### config.mk
export PLATFORM = sky130hd
export DESIGN_NAME = msi_vec_fetch
export DESIGN_NICKNAME = d
export VERILOG_FILES = /design/src/rtl/msi_pkg.sv /design/src/rtl/msi_msg_fifo.sv /design/src/rtl/msi_msg_decode.sv /design/src/rtl/msi_fetch_fsm.sv /design/src/rtl/msi_vec_fetch.sv
export SDC_FILE = /design/constraint.sdc
export NUM_CORES = 1
export LEC_CHECK = 0
export ABC_AREA = 1
export CAP_MARGIN = 20
export CORE_AREA = 2 2 253 255
export CTS_CLUSTER_DIAMETER = 150
export DETAILED_ROUTE_END_ITERATION = 12
export DIE_AREA = 0 0 255 257
export DONT_BUFFER_PORTS = 1
export SLEW_MARGIN = 5
export SYNTH_ARGS = -nofsm -noshare
export SYNTH_HDL_FRONTEND = slang
export SYNTH_SLANG_ARGS = --single-unit
### constraint.sdc
create_clock -name clk -period 7.6 [get_ports clk]
set_input_delay 1.52 -clock clk [delete_from_list [all_inputs] [get_ports clk]]
set_output_delay 1.52 -clock clk [all_outputs]
set_load 0.01 [all_outputs]
### src/rtl/msi_pkg.sv
package msi_pkg;
    localparam int VEC_W   = 12;
    localparam int ID_W    = 6;
    localparam int PRIO_W  = 6;
    localparam int FIELD_W = VEC_W + ID_W + PRIO_W;

    typedef struct packed {
        logic [PRIO_W-1:0] prio;
        logic [ID_W-1:0]   ctrl;
        logic [VEC_W-1:0]  vec;
    } msi_fields_t;

    typedef enum logic [1:0] {
        S_IDLE,
        S_REQ,
        S_WAIT,
        S_SEND
    } fetch_state_t;
endpackage

### src/rtl/msi_msg_fifo.sv
module msi_msg_fifo #(
    parameter int DEPTH = 4,
    parameter int W     = 24,
    localparam int PTR_W = (DEPTH > 1) ? $clog2(DEPTH) : 1,
    localparam int CNT_W = $clog2(DEPTH + 1)
) (
    input  logic             clk,
    input  logic             rst_n,
    input  logic             push,
    input  logic [W-1:0]     wdata,
    input  logic             pop,
    output logic [W-1:0]     rdata,
    output logic [CNT_W-1:0] count
);
    logic [W-1:0]     slots [DEPTH];
    logic [PTR_W-1:0] wptr, rptr;

    function automatic logic [PTR_W-1:0] bump(input logic [PTR_W-1:0] p);
        return (p == PTR_W'(DEPTH - 1)) ? '0 : p + 1'b1;
    endfunction

    always_ff @(posedge clk) begin
        if (!rst_n) begin
            wptr  <= '0;
            rptr  <= '0;
            count <= '0;
        end else begin
            if (push) begin
                slots[wptr] <= wdata;
                wptr        <= bump(wptr);
            end
            if (pop) rptr <= bump(rptr);
            if (push && !pop)      count <= count + 1'b1;
            else if (pop && !push) count <= count - 1'b1;
        end
    end

    assign rdata = slots[rptr];
endmodule

### src/rtl/msi_msg_decode.sv
module msi_msg_decode
    import msi_pkg::*;
#(
    parameter int AW          = 32,
    parameter int ENTRY_BYTES = 32,
    localparam int SHIFT = $clog2(ENTRY_BYTES)
) (
    input  logic [FIELD_W-1:0] fields,
    input  logic [ID_W-1:0]    own_id,
    input  logic [AW-1:0]      base,
    input  logic [AW-1:0]      len,
    output logic [VEC_W-1:0]   vec,
    output logic [PRIO_W-1:0]  prio,
    output logic               id_match,
    output logic               in_range,
    output logic [AW-1:0]      addr
);
    msi_fields_t f;
    logic [AW-1:0] offset;

    assign f        = msi_fields_t'(fields);
    assign vec      = f.vec;
    assign prio     = f.prio;
    assign id_match = (f.ctrl == own_id);
    assign offset   = AW'(f.vec) << SHIFT;
    assign in_range = (offset < len);
    assign addr     = base + offset;
endmodule

### src/rtl/msi_fetch_fsm.sv
module msi_fetch_fsm
    import msi_pkg::*;
#(
    parameter int AW      = 32,
    parameter int ENTRY_W = 256
) (
    input  logic               clk,
    input  logic               rst_n,
    input  logic               in_valid,
    input  logic               id_match,
    input  logic               in_range,
    input  logic [VEC_W-1:0]   dec_vec,
    input  logic [PRIO_W-1:0]  dec_prio,
    input  logic [AW-1:0]      dec_addr,
    output logic               pop,
    output logic               mem_req_valid,
    input  logic               mem_req_ready,
    output logic [AW-1:0]      mem_req_addr,
    input  logic               mem_rsp_valid,
    input  logic [ENTRY_W-1:0] mem_rsp_data,
    output logic               disp_valid,
    output logic [VEC_W-1:0]   disp_vector,
    output logic [PRIO_W-1:0]  disp_prio,
    output logic [ENTRY_W-1:0] disp_entry,
    output logic               range_err
);
    fetch_state_t state, state_nx;
    logic [VEC_W-1:0]   vec_q;
    logic [PRIO_W-1:0]  prio_q;
    logic [AW-1:0]      addr_q;
    logic [ENTRY_W-1:0] entry_q;
    logic               take;

    assign take = in_valid && id_match && in_range;

    always_ff @(posedge clk) begin
        if (!rst_n) state <= S_IDLE;
        else        state <= state_nx;
    end

    always_comb begin
        state_nx = state;
        unique case (state)
            S_IDLE: if (take)          state_nx = S_REQ;
            S_REQ:  if (mem_req_ready) state_nx = S_WAIT;
            S_WAIT: if (mem_rsp_valid) state_nx = S_SEND;
            S_SEND:                    state_nx = S_IDLE;
            default:                   state_nx = S_IDLE;
        endcase
    end

    always_comb begin
        pop           = 1'b0;
        mem_req_valid = 1'b0;
        disp_valid    = 1'b0;
        unique case (state)
            S_IDLE:  pop           = in_valid;
            S_REQ:   mem_req_valid = 1'b1;
            S_WAIT:  ;
            S_SEND:  disp_valid    = 1'b1;
            default: ;
        endcase
    end

    always_ff @(posedge clk) begin
        if (!rst_n) begin
            vec_q     <= '0;
            prio_q    <= '0;
            addr_q    <= '0;
            entry_q   <= '0;
            range_err <= 1'b0;
        end else begin
            if (state == S_IDLE && take) begin
                vec_q  <= dec_vec;
                prio_q <= dec_prio;
                addr_q <= dec_addr;
            end
            if (state == S_IDLE && in_valid && id_match && !in_range)
                range_err <= 1'b1;
            if (state == S_WAIT && mem_rsp_valid)
                entry_q <= mem_rsp_data;
        end
    end

    assign mem_req_addr = addr_q;
    assign disp_vector  = vec_q;
    assign disp_prio    = prio_q;
    assign disp_entry   = entry_q;
endmodule

### src/rtl/msi_vec_fetch.sv
module msi_vec_fetch
    import msi_pkg::*;
#(
    parameter int AW          = 32,
    parameter int MSG_W       = 32,
    parameter int ENTRY_W     = 256,
    parameter int ENTRY_BYTES = ENTRY_W / 8,
    parameter int QDEPTH      = 4,
    localparam int CNT_W = $clog2(QDEPTH + 1)
) (
    input  logic               clk,
    input  logic               rst_n,
    input  logic [ID_W-1:0]    ctrl_id,
    input  logic               cfg_we,
    input  logic               cfg_sel,
    input  logic [AW-1:0]      cfg_wdata,
    input  logic               msg_valid,
    output logic               msg_ready,
    input  logic [MSG_W-1:0]   msg_data,
    output logic               mem_req_valid,
    input  logic               mem_req_ready,
    output logic [AW-1:0]      mem_req_addr,
    input  logic               mem_rsp_valid,
    input  logic [ENTRY_W-1:0] mem_rsp_data,
    output logic               disp_valid,
    output logic [VEC_W-1:0]   disp_vector,
    output logic [PRIO_W-1:0]  disp_prio,
    output logic [ENTRY_W-1:0] disp_entry,
    output logic               range_err
);
    logic [AW-1:0]      base_q, len_q;
    logic [CNT_W-1:0]   fifo_cnt;
    logic [FIELD_W-1:0] head;
    logic               pop, have_msg, unused_rsvd;
    logic [VEC_W-1:0]   d_vec;
    logic [PRIO_W-1:0]  d_prio;
    logic               d_match, d_range;
    logic [AW-1:0]      d_addr;

    assign unused_rsvd = ^msg_data[MSG_W-1:FIELD_W];

    always_ff @(posedge clk) begin
        if (!rst_n) begin
            base_q <= '0;
            len_q  <= '0;
        end else if (cfg_we) begin
            if (cfg_sel) len_q  <= cfg_wdata;
            else         base_q <= cfg_wdata;
        end
    end

    assign msg_ready = (fifo_cnt != CNT_W'(QDEPTH));
    assign have_msg  = (fifo_cnt != '0);

    msi_msg_fifo #(.DEPTH(QDEPTH), .W(FIELD_W)) u_fifo (
        .clk   (clk),
        .rst_n (rst_n),
        .push  (msg_valid && msg_ready),
        .wdata (msg_data[FIELD_W-1:0]),
        .pop   (pop),
        .rdata (head),
        .count (fifo_cnt)
    );

    msi_msg_decode #(.AW(AW), .ENTRY_BYTES(ENTRY_BYTES)) u_dec (
        .fields   (head),
        .own_id   (ctrl_id),
        .base     (base_q),
        .len      (len_q),
        .vec      (d_vec),
        .prio     (d_prio),
        .id_match (d_match),
        .in_range (d_range),
        .addr     (d_addr)
    );

    msi_fetch_fsm #(.AW(AW), .ENTRY_W(ENTRY_W)) u_fsm (
        .clk           (clk),
        .rst_n         (rst_n),
        .in_valid      (have_msg),
        .id_match      (d_match),
        .in_range      (d_range),
        .dec_vec       (d_vec),
        .dec_prio      (d_prio),
        .dec_addr      (d_addr),
        .pop           (pop),
        .mem_req_valid (mem_req_valid),
        .mem_req_ready (mem_req_ready),
        .mem_req_addr  (mem_req_addr),
        .mem_rsp_valid (mem_rsp_valid),
        .mem_rsp_data  (mem_rsp_data),
        .disp_valid    (disp_valid),
        .disp_vector   (disp_vector),
        .disp_prio     (disp_prio),
        .disp_entry    (disp_entry),
        .range_err     (range_err)
    );
endmodule

After elaboration in Yosys (flattened, before gate mapping)
Memory sizes are Yosys's and may differ from the RTL's. A register that Yosys moved wholly into a read port is not among the register bits.
Index checks and enable logic that the tools add are counted.
W data, S select, Z words.
- bits in registers: 380
- memory bits (writable): 96
- input port bits: 333
- output and inout bits: 310
- word-level logic and storage cells: 64
- memories: 1
- $add $sub $neg: 5
- $lt $le $gt $ge: 1
- eq/ne operators: 10
- mux-type cells: 16
- bitwise gates (word level): 1
- reduce and logical (&&, ||, !) cells: 19
- memory list (memory ; words ; bits a word ; rd ports ; clocked after Yosys merged registers in ; write ports ; RTL line ; RTL):
    u_fifo.slots ; 4 ; 24 ; 1 ; 1 ; 1 ; msi_msg_fifo.sv:15 ; logic [W-1:0] slots [DEPTH];
- operators by type and width (operator ; count):
    $add A32 B17 Y32 ; 1
    $lt A17 B32 Y1 ; 1
    $mux W2 ; 7
    $logic_and A1 B1 Y1 ; 10
    $eq A2 B2 Y1 const B ; 4
    $pmux W2 S4 ; 1
    $eq A6 B6 Y1 ; 1
    $mux W1 ; 6
    $mux W3 ; 2
    $add A2 B1 Y2 const B ; 2
    $ne A2 B2 Y1 const B ; 2
    $reduce_and A2 Y1 ; 2
    $add A3 B1 Y3 const B ; 1
    $logic_not A1 Y1 ; 3
    $ne A3 B3 Y1 const B ; 1
    $reduce_and A3 Y1 ; 1
    $reduce_bool A3 Y1 ; 1
    $sub A3 B1 Y3 const B ; 1
    $eq A2 B1 Y1 const B ; 1
    $logic_not A2 Y1 ; 1
    $ne A2 B1 Y1 const B ; 1
    $reduce_bool A2 Y1 ; 1
    $not A1 Y1 ; 1

Longest topological paths before layout
Gate-level depths: netlist (run 1).
- word-level depth: 6
- gate-level depth with buffers: 19

By module
Synthesis (run 1) repeated with hierarchy kept, for this count alone.
- cells, all modules: 2418
- area total of the unflattened synthesis: 19782.7 µm²
- by module, submodules not included (module ; times used ; cells an instance ; area an instance (µm²) ; seq. area each (µm²)):
    msi_fetch_fsm ; 1 ; 1362 ; 10994.3 ; 6185.9
    msi_msg_fifo ; 1 ; 290 ; 4177.8 ; 3062.9
    msi_vec_fetch ; 1 ; 356 ; 2549.9 ; 1281.2
    msi_msg_decode ; 1 ; 410 ; 2060.7 ; 0.0

Least setup slack after synthesis (run 1)
OpenSTA, ideal clock, no wires.
- path type: in2reg
- start: input port rst_n
- end: memory u_fifo.slots[3][0], enable pin
- data arrival time: 3.207 ns
- required time: 7.195 ns
- slack: 3.989 ns
- stages: 4
- cells stage by stage: clkbuf_1 -> clkbuf_1 -> nand2_1 -> nor2_1
- word-level cells in the longest chain between the ends: 2
- RTL lines (element ; RTL line ; RTL):
    start, declared ; msi_vec_fetch.sv:12 ; input logic rst_n,
    $mux W1 ; msi_msg_fifo.sv:23 ; if (!rst_n) begin
    $mux W1 (implied by the code) ; msi_msg_fifo.sv:29 ; slots[wptr] <= wdata;
    end, declared ; msi_msg_fifo.sv:15 ;
No other way between the ends.

==> results.py, run 1 <==
metrics = {
    "status": {
        "run_status": "completed",
    },
    "timing": {
        "slew_violations": 0,
        "setup_ws_ps": 3270,
        "slew_headroom_pct": 23.2,
        "setup_viol": 0,
        "fmax_mhz": 231,
        "finalHoldWorstSlack_ps": 453,
        "hold_viol_final": 0,
        "finClkSkew_ps": 15.7,
        "rsz0062_at_grt": "no",
        "tns_ps": 0,
        "worst_pin_slew_ps": 1150,
        "period_needed_ps": 4330,
        "period_share_pct": 56.9,
    },
    "hold_path": {
        "min_from": "len_q[22]",
        "hp-class": "reg2reg",
    },
    "routing": {
        "drt_pre_antenna_iters": 5,
        "wl_met2_mm": 32.0,
        "wl_per_cell_um": 21.4,
        "postRouteAntennaNets": 0,
        "drt_iter0_drc": 1138,
        "viasPerCell": 4.88,
        "highest_layer": "met5",
        "drc": 0,
        "drt-total-wl_mm": 65.5,
        "num_vias": 14900,
        "wl_met3_mm": 6.56,
        "drt-met1-wl_mm": 22.8,
    },
    "clocking": {
        "cts_resized": 0,
        "postCtsHoldBufs": 0,
        "insertion_delay_ps": 590,
        "numClockSinks": 478,
        "root_buffer": "clkbuf_16",
        "clock_path_buffers": 3,
        "h-tree-depth": 2,
        "cts_tree": "done",
        "clk_pin_slew_ps": 60,
        "cts-buffers-inserted": 53,
        "cts_setup_buffers": 0,
    },
    "power": {
        "power_frac_clock_pct": 35.8,
        "p_leak_nw": 7.75,
        "switchingPower_w": 0.00242,
        "ir_drop_uv": 176,
        "power_frac_seq_pct": 46.5,
        "p_sw_share_pct": 32.8,
        "p_int_w": 0.00495,
        "p_comb_share_pct": 17.8,
        "powerDensity_mw_per_mm2": 353,
    },
    "synthesis": {
        "synth_most_common_cell": "nor2_1",
        "yosys.area_share.xor_xnor_pct": 0.811,
        "avgSynthCellArea_um2": 8.24,
        "synthAdderAreaFrac_pct": 2.54,
        "synth_largest_area_cell": "dfxtp_1",
        "synth_top_area_share_pct": 41.7,
        "synthTopCellsByArea": "dfxtp_1 42%, edfxtp_1 16%, nor2_1 14%",
        "synth-edff-count": 96,
        "syn-cell-area_mm2": 0.0184,
        "async_flop_share_pct": 0,
        "synth_top_cells_by_count": "675 x nor2_1, 382 x dfxtp_1, 371 x o21ai_0",
        "seq_area_frac_synth_pct": 57.4,
        "yosys.area_share.simple_pct": 20.6,
        "synth_cell_types": 29,
        "ys.flop_type": "dfxtp_1",
        "synth_compound_area_share_pct": 13.8,
        "synthesis.instances": 2228,
        "synth_top_family_by_area": "simple AND/OR/NAND/NOR gates",
        "synth_warnings": 0,
        "syn-num-nets": 2597,
        "synthMuxAreaShare_pct": 0,
        "ys_ff_latch": 478,
    },
    "worst_setup_path": {
        "endpoint_kind": "flip-flop",
        "crit_arrival_ps": 4810,
        "startpoint_type": "flip-flop",
        "crit_type": "reg2reg",
        "critPathMaxFanout": 62,
        "crit_required_ps": 8080,
    },
    "global_route": {
        "grtUsageTotal_pct": 19.1,
        "gr-total-overflow": 0,
        "antenna_found_initial": 28,
        "grt_max_degree": 344,
        "grt_pass1_wl_mm": 92.1,
        "grt_pass1_vias": 14000,
    },
    "floorplanning": {
        "die_area_mm2": 0.0655,
        "core_area_mm2": 0.0627,
        "io_pins": 643,
        "rows": 92,
        "start_util_pct": 29.3,
        "fp.dieH_um": 257,
        "die_x_um": 255,
    },
    "place": {
        "place_inst": 2949,
        "dpl.hpwl_mm": 48.6,
        "pre_cts_ws_ps": 3220,
        "gp_congestion": 0.919,
        "placedInstanceArea_mm2": 0.0190,
        "port_buffers": 0,
    },
    "finish": {
        "finalNonFillerCells": 3058,
        "nFillCells": 6451,
        "finalInstanceArea_mm2": 0.0209,
        "drive_gt1_share_pct": 4.86,
        "area_growth_pct": 13.7,
        "fin_nets": 2527,
    },
    "job": {
        "drv_cap": 0,
    },
}
-- per-layer routing --
| metal | global-route usage, % | up-vias |
|---|---|---|
| li1 | - | 7162 |
| met1 | 20.4 | 6924 |
| met2 | 32.9 | 673 |
| met3 | 6.45 | 173 |
| met4 | 10.5 | 4 |
| met5 | 0 | - |
-- logic make-up after synthesis --
group                      after synthesis
adders and majority gates               36
and+or+nand+nor                        969
buffers and inverters                  230
xor gates and xnor gates                17
AOI/OAI and AO/OA                      498
DFF                                    478
-- cell type report --
class                   count  area (um2)  share of cell area [%]
well taps                 846        1060                    5.07
diodes                     11        27.5                   0.132
inverters                  92         353                    1.69
multi-input cells        1520        6960                    33.4
clock buffers              74        1530                    7.33
flip-flops and latches    478       10500                    50.5
repair buffers             13         130                   0.624
clock inverters            24         272                    1.30
-- final timing paths --
kind              cells after the start                     end  slack [ps]
hold reg to reg                       2               len_q[22]         450
setup / recovery                     16  u_fsm.mem_req_addr[20]        3270
hold / removal                        2               len_q[22]         450
setup reg to reg                     16  u_fsm.mem_req_addr[20]        3270
-- power by group through the flow --
stage                     clock (W)  combinational (W)  sequential, W
after floorplan                   0            0.00100        0.00329
after global placement            0            0.00126        0.00349
after detailed placement          0            0.00131        0.00349
after CTS                   0.00271            0.00131        0.00344
after global routing        0.00281            0.00149        0.00346
final                       0.00264            0.00131        0.00343
-- layout by cell type, fill, tap and decap left out, types with 3 or more instances in the layout --
master,Yosys,layout
bufinv_16,0,5
nor3_1,10,10
nor2_2,0,3
clkbuf_16,0,56
inv_6,0,3
o22ai_1,18,18
nand2_1,198,197
buf_4,1,11
inv_1,90,89
clkbuf_8,0,6
nand3b_1,4,4
o21ai_0,371,371
a21oi_1,103,103
ha_1,34,34
nor2_1,675,671
clkinv_2,0,7
xor2_1,17,17
dfxtp_1,382,382
clkinvlp_4,0,4
diode_2,0,11
edfxtp_1,96,96
clkbuf_1,119,12
nand3_1,75,75
and2_1,3,3
-- state kept, by name (all words and copies together), names as in the netlist, 3 cells and up, named ones only --
register            flops
u_fifo.slots           96
u_fsm.mem_req_addr     32
len_q                  32
u_fsm.disp_prio         6
u_fifo.count            3
u_fsm.disp_entry      256
u_fsm.disp_vector      12
base_q                 32
-- per-stage QoR --
step	utilization [%]	power [W]
floorplan	-	0.00429
global placement	30.3	0.00475
detailed placement	30.3	0.00480
CTS	33.2	0.00746
global route	33.2	0.00777
finish	33.3	0.00737
-- critical path, stage by stage (launching register included) --
cell and delay, ps:
dfxtp_1 300, buf_4 280, inv_2 640, o21ai_0 160
o22ai_1 620, ha_1 380, nand2_1 90, inv_1 40
nand2_1 60, nand2_1 60, a21oi_1 110, nand2_1 120
a21oi_1 460, nand3_2 120, buf_4 340, a21oi_1 300
nor2_1 60
Power figures use the tool's default switching activity.
==> run 2: changes to the inputs <==
--- a/config.mk
+++ b/config.mk
@@ -5,12 +5,12 @@
 export SDC_FILE = /design/constraint.sdc
 export NUM_CORES = 1
 export LEC_CHECK = 0
-export ABC_AREA = 1
+export ABC_AREA = 0
 export CAP_MARGIN = 20
-export CORE_AREA = 2 2 253 255
+export CORE_AREA = 2 2 250 252
 export CTS_CLUSTER_DIAMETER = 150
 export DETAILED_ROUTE_END_ITERATION = 12
-export DIE_AREA = 0 0 255 257
+export DIE_AREA = 0 0 252 254
 export DONT_BUFFER_PORTS = 1
 export SLEW_MARGIN = 5
 export SYNTH_ARGS = -nofsm -noshare
==> constraint.sdc (replaced) <==
create_clock -name clk -period 3.6 [get_ports clk]
set_input_delay 0.72 -clock clk [delete_from_list [all_inputs] [get_ports clk]]
set_output_delay 0.72 -clock clk [all_outputs]
set_load 0.01 [all_outputs]
==> results.py, run 2 <==
metrics = {
    "power": {
        "power_w": 0.0130,
        "powerDensity_mw_per_mm2": 605,
        "p_leak_nw": 7.12,
        "ir_drop_uv": 327,
    },
    "timing": {
        "hold_viol_final": 0,
        "fmax_mhz": 297,
        "rsz0062_at_grt": "no",
        "finalHoldWorstSlack_ps": 195,
        "finClkSkew_ps": 38.9,
        "slew_violations": 0,
        "tns_ps": 0,
        "slew_headroom_pct": 40.4,
        "period_share_pct": 93.6,
        "setup_viol": 0,
        "period_needed_ps": 3370,
        "worst_pin_slew_ps": 894,
    },
    "worst_setup_path": {
        "crit_arrival_ps": 3870,
        "path_common_cell": "buf_4",
        "path_cells": "buf_4 > mux4_2 > ha_1 > fa_1 > a211oi_1 > o21ai_1 > o211ai_1 > buf_4 > a21boi_0 > xnor2_1 > nand2_1 > o211a_1",
        "r2r_setup_slack_ps": 230,
        "path_delay_family": "compound AO/OA/AOI/OAI gates",
        "critPathMaxStageDelay_ps": 560,
        "critPathBufInv": 2,
        "crit_type": "reg2reg",
        "r2r_cells": 12,
        "startpoint_type": "flip-flop",
        "r2r-end": "u_fsm.mem_req_addr[23]",
        "endpoint_kind": "flip-flop",
        "critPathMaxFanout": 7,
        "cp_slowest_cell": "mux4_2",
        "crit_required_ps": 4100,
    },
    "synthesis": {
        "synth_largest_area_cell": "dfxtp_1",
        "synthTopCellsByArea": "dfxtp_1 40%, edfxtp_1 15%, nand2_1 14%",
        "synthesis.instances": 1947,
        "synth_most_common_cell": "nand2_1",
        "synth-edff-count": 96,
        "synth_warnings": 0,
        "avgSynthCellArea_um2": 9.74,
        "async_flop_share_pct": 0,
        "syn-num-nets": 2316,
        "ys_ff_latch": 478,
        "syn-cell-area_mm2": 0.0190,
        "seq_area_frac_synth_pct": 55.5,
        "ys.flop_type": "dfxtp_1",
        "synth_cell_types": 46,
        "synth_top_cells_by_count": "685 x nand2_1, 382 x dfxtp_1, 324 x a21boi_0",
        "synth_top_area_share_pct": 40.3,
    },
    "clocking": {
        "root_buffer": "clkbuf_16",
        "clock_path_buffers": 3,
        "cts-buffers-inserted": 53,
        "h-tree-depth": 2,
        "numClockSinks": 478,
        "insertion_delay_ps": 620,
        "clk_pin_slew_ps": 60,
        "cts_tree": "done",
    },
    "finish": {
        "post-route-util_pct": 35.2,
        "fin_nets": 2270,
        "final_common_cell": "nand2_1",
        "final_cell_mix": "684 x nand2_1, 381 x dfxtp_1, 324 x a21boi_0, 96 x edfxtp_1, 56 x clkbuf_16",
        "drive_gt1_share_pct": 7.41,
        "largest_reg_flops": 256,
        "nFillCells": 6190,
        "area_growth_pct": 13.6,
    },
    "floorplanning": {
        "die_area_mm2": 0.0640,
        "core_area_mm2": 0.0613,
        "die_x_um": 252,
        "start_util_pct": 30.9,
        "fp.dieH_um": 254,
        "io_pins": 643,
        "rows": 91,
    },
    "global_route": {
        "antenna_found_initial": 3,
        "grt_pass1_vias": 12600,
        "grtUsageTotal_pct": 15.5,
        "gr-total-overflow": 0,
        "grt_max_degree": 387,
        "grt_pass1_wl_mm": 76.6,
    },
    "place": {
        "port_buffers": 0,
        "dpl.hpwl_mm": 37.9,
        "gp_congestion": 0.823,
    },
    "routing": {
        "drt-total-wl_mm": 53.7,
        "viasPerCell": 4.89,
        "drc": 0,
        "drt_iter0_drc": 922,
        "wl_per_cell_um": 19.7,
        "drt_pre_antenna_iters": 5,
        "postRouteAntennaNets": 0,
        "num_vias": 13400,
    },
    "job": {
        "drv_cap": 0,
    },
    "hold_path": {
        "hold_end": "u_fifo.slots[0][0]",
        "min_from": "msg_data[0]",
        "hold_depth": 0,
        "hp-class": "in2reg",
    },
    "status": {
        "run_status": "completed",
    },
}
-- run 2: cell types whose count changed after synthesis, moves of 10 or more --
cell,delta
buf_2,-10
mux4_2,+20
o22ai_1,-16
mux2i_1,+45
xnor2_1,+25
a21boi_0,+324
nor2b_1,+42
o21ai_0,-359
o211a_1,+12
nand3_1,-69
nand2_1,+487
a21oi_1,-76
inv_1,-72
nor2_1,-660
-- run 2: worst max-delay path by stage --
stage | startpoint | end | slack (ps) | depth (start not counted)
after floorplan | flip-flop | u_fsm.mem_req_addr[23] | 110 | 13
after global placement | flip-flop | u_fsm.mem_req_addr[19] | 130 | 11
after detailed placement | flip-flop | u_fsm.mem_req_addr[23] | 110 | 12
after CTS | flip-flop | u_fsm.mem_req_addr[23] | 100 | 12
after global routing | flip-flop | u_fsm.mem_req_addr[23] | 8 | 12
final | flip-flop | u_fsm.mem_req_addr[23] | 230 | 12
-- run 2: kinds of logic (layout without fill, tap and decap cells) --
kind of cell    after synthesis  count (layout)  synth area share, %
xor+xnor                     37              37                 1.75
buf+inv                     146             142                 3.34
fa+ha+maj                    36              36                 2.46
flops                       478             478                 55.5
mux                          65              65                 4.75
other cells                   0               2                    0
compound gates              396             396                 15.4
simple gates                789             789                 16.8
-- run 2: power by group --
group / switching, W / leakage, nW / total [W] / internal, W
registers: 0.000138 / 3.96 / 0.00577 / 0.00563
logic: 0.000916 / 2.28 / 0.00168 / 0.000762
clock network: 0.00227 / 0.888 / 0.00558 / 0.00331
-- run 2: per-layer routing --
| metal | vias up | track usage, % | wire, um |
|---|---|---|---|
| met4 | 0 | 5.70 | 1490 |
| met3 | 99 | 5.46 | 4870 |
| met1 | 6418 | 18.7 | 21700 |
| li1 | 6423 | - | - |
| met5 | - | 0 | 0 |
| met2 | 440 | 25.6 | 25700 |
-- run 2: area by class of cell --
cell class,instances,area (um2),share of cell area [%]
multi-input combinational,1323,7830,36.3
clock inverter,25,322,1.49
antenna,2,5.00,0.0232
tap,790,988,4.59
clock buffer,72,1500,6.98
timing repair buffer,27,298,1.38
inverter,18,67.6,0.314
sequential,478,10500,48.9
-- run 2: through the flow --
| stage | cell area, um2 | setup slack (ps) | instances |
|---|---|---|---|
| after floorplan | 19000 | 115 | 1947 |
| after global placement | 19600 | 127 | 2632 |
| after detailed placement | 19600 | 110 | 2632 |
| after CTS | 21500 | 99.7 | 2729 |
| after global routing | 21500 | 7.72 | 2733 |
| final | 21500 | 232 | 2735 |
-- run 2: repair_timing --
action,4_1_cts,5_1_grt
hold buffers,0,0
buffers inserted,0,2
endpoints found under the hold margin,0,0
resized for setup,0,5
endpoints found under the setup margin,0,50
==> run 3: changes to the inputs <==
--- a/config.mk
+++ b/config.mk
@@ -7,11 +7,13 @@
 export LEC_CHECK = 0
 export ABC_AREA = 0
 export CAP_MARGIN = 20
-export CORE_AREA = 2 2 250 252
+export CORE_AREA = 2 2 248 250
 export CTS_CLUSTER_DIAMETER = 150
 export DETAILED_ROUTE_END_ITERATION = 12
-export DIE_AREA = 0 0 252 254
+export DIE_AREA = 0 0 250 252
 export DONT_BUFFER_PORTS = 1
+export HOLD_SLACK_MARGIN = 0.15
+export REMOVE_ABC_BUFFERS = 1
 export SLEW_MARGIN = 5
 export SYNTH_ARGS = -nofsm -noshare
 export SYNTH_HDL_FRONTEND = slang
==> results.py, run 3 (same netlist as run 2, synthesis figures left out) <==
metrics = {
    "status": {
        "run_status": "completed",
    },
    "worst_setup_path": {
        "crit_arrival_ps": 3920,
        "critPathBufInv": 2,
        "endpoint_kind": "flip-flop",
        "r2r_cells": 11,
        "path_delay_family": "compound AO/OA/AOI/OAI gates",
        "crit_required_ps": 4090,
        "crit_type": "reg2reg",
        "critPathMaxFanout": 16,
        "startpoint_type": "flip-flop",
        "cp_slowest_cell": "mux4_2",
        "crit_cells": 11,
        "critPathMaxStageDelay_ps": 610,
        "path_cells": "mux4_2 > ha_1 > a211oi_1 > o21ai_1 > o211ai_1 > a21oi_4 > nor4b_4 > buf_4 > clkbuf_16 > mux2i_1 > nor2b_1",
    },
    "place": {
        "pre_cts_ws_ps": -26.1,
        "port_buffers": 0,
        "gp_congestion": 0.889,
        "placedInstanceArea_mm2": 0.0198,
        "dpl.hpwl_mm": 39.2,
    },
    "timing": {
        "setup_viol": 0,
        "period_share_pct": 95.1,
        "finalHoldWorstSlack_ps": 211,
        "period_needed_ps": 3420,
        "setup_ws_ps": 176,
        "hold_viol_final": 0,
        "fmax_mhz": 292,
        "worst_pin_slew_ps": 1070,
        "rsz0062_at_grt": "no",
        "slew_violations": 0,
        "finClkSkew_ps": 23.5,
        "slew_headroom_pct": 28.6,
    },
    "global_route": {
        "grt_pass1_vias": 13500,
        "grtUsageTotal_pct": 16.7,
        "antenna_found_initial": 4,
        "grt_max_degree": 387,
        "gr-total-overflow": 0,
        "grt_pass1_wl_mm": 81.3,
    },
    "power": {
        "ir_drop_uv": 299,
        "p_leak_nw": 7.18,
        "powerDensity_mw_per_mm2": 597,
        "power_w": 0.0129,
    },
    "clocking": {
        "clk_pin_slew_ps": 60,
        "insertion_delay_ps": 600,
        "cts_tree": "done",
        "clock_path_buffers": 3,
        "h-tree-depth": 2,
        "cts-buffers-inserted": 52,
        "numClockSinks": 478,
        "root_buffer": "clkbuf_16",
    },
    "finish": {
        "largest_reg_flops": 256,
        "final_common_cell": "nand2_1",
        "final_cell_mix": "684 x nand2_1, 380 x dfxtp_1, 324 x a21boi_0, 96 x edfxtp_1, 57 x clkbuf_16",
        "area_growth_pct": 14.2,
        "antennaDiodeCount": 0,
        "finalInstanceArea_mm2": 0.0217,
        "fin_nets": 2277,
        "drive_gt1_share_pct": 7.74,
    },
    "floorplanning": {
        "start_util_pct": 31.5,
        "rows": 90,
        "die_area_mm2": 0.0630,
        "io_pins": 643,
        "die_x_um": 250,
        "fp.dieH_um": 252,
        "core_area_mm2": 0.0601,
    },
    "job": {
        "drv_cap": 0,
    },
    "routing": {
        "postRouteAntennaNets": 0,
        "drc": 0,
        "drt_iter0_drc": 776,
        "viasPerCell": 4.95,
        "num_vias": 13500,
        "drt_pre_antenna_iters": 5,
        "drt-total-wl_mm": 54.7,
        "wl_per_cell_um": 20.0,
    },
    "hold_path": {
        "hp-class": "in2reg",
        "hold_depth": 0,
    },
}
## run 3: layout make-up
type / count / area (um2)
fill: 6012 / 38500
sequential: 478 / 10500
multi-input combinational: 1323 / 7830
clock buffer: 74 / 1530
tap: 782 / 978
timing repair buffer: 35 / 457
clock inverter: 23 / 254
inverter: 18 / 67.6
## run 3: worst paths after layout
| path | startpoint | to | slack (ps) |
|---|---|---|---|
| worst max register to register | flip-flop | u_fsm.disp_vector[9] | 180 |
| worst min register to register | len_q[13] | len_q[13] | 460 |
| worst min-delay path | msg_data[22] | u_fifo.slots[0][22] | 210 |
| worst max-delay path | flip-flop | u_fsm.disp_vector[9] | 180 |
## run 3: report_power, final
| part | internal, W | switching, W |
|---|---|---|
| registers | 0.00563 | 0.000152 |
| clock network | 0.00322 | 0.00224 |
| logic | 0.000800 | 0.000890 |
| total | 0.00965 | 0.00328 |
## run 3: metrics by stage
stage	instances	TNS, ps	util, %
floorplan	1819	-615700	-
global placement	2629	-93.6	32.8
detailed placement	2630	-99.9	32.9
CTS	2729	0	35.9
global route	2733	0	36.0
finish	2733	0	36.0
## run 3: timing repair
action | CTS | global route
hold buffers | 0 | 0
gates resized for setup | 1 | 9
setup buffers | 1 | 3
pin swaps | 1 | 2
setup endpoints to repair | 34 | 50
cloned | 1 | 1
## run 3: routing by layer
layer  wire [um]  GRT usage [%]  vias up
met4        1920           6.52        4
li1            -              -     6439
met2       25400           27.5      551
met3        5500           6.50      113
met5          65          0.541        -
met1       21800           19.5     6431
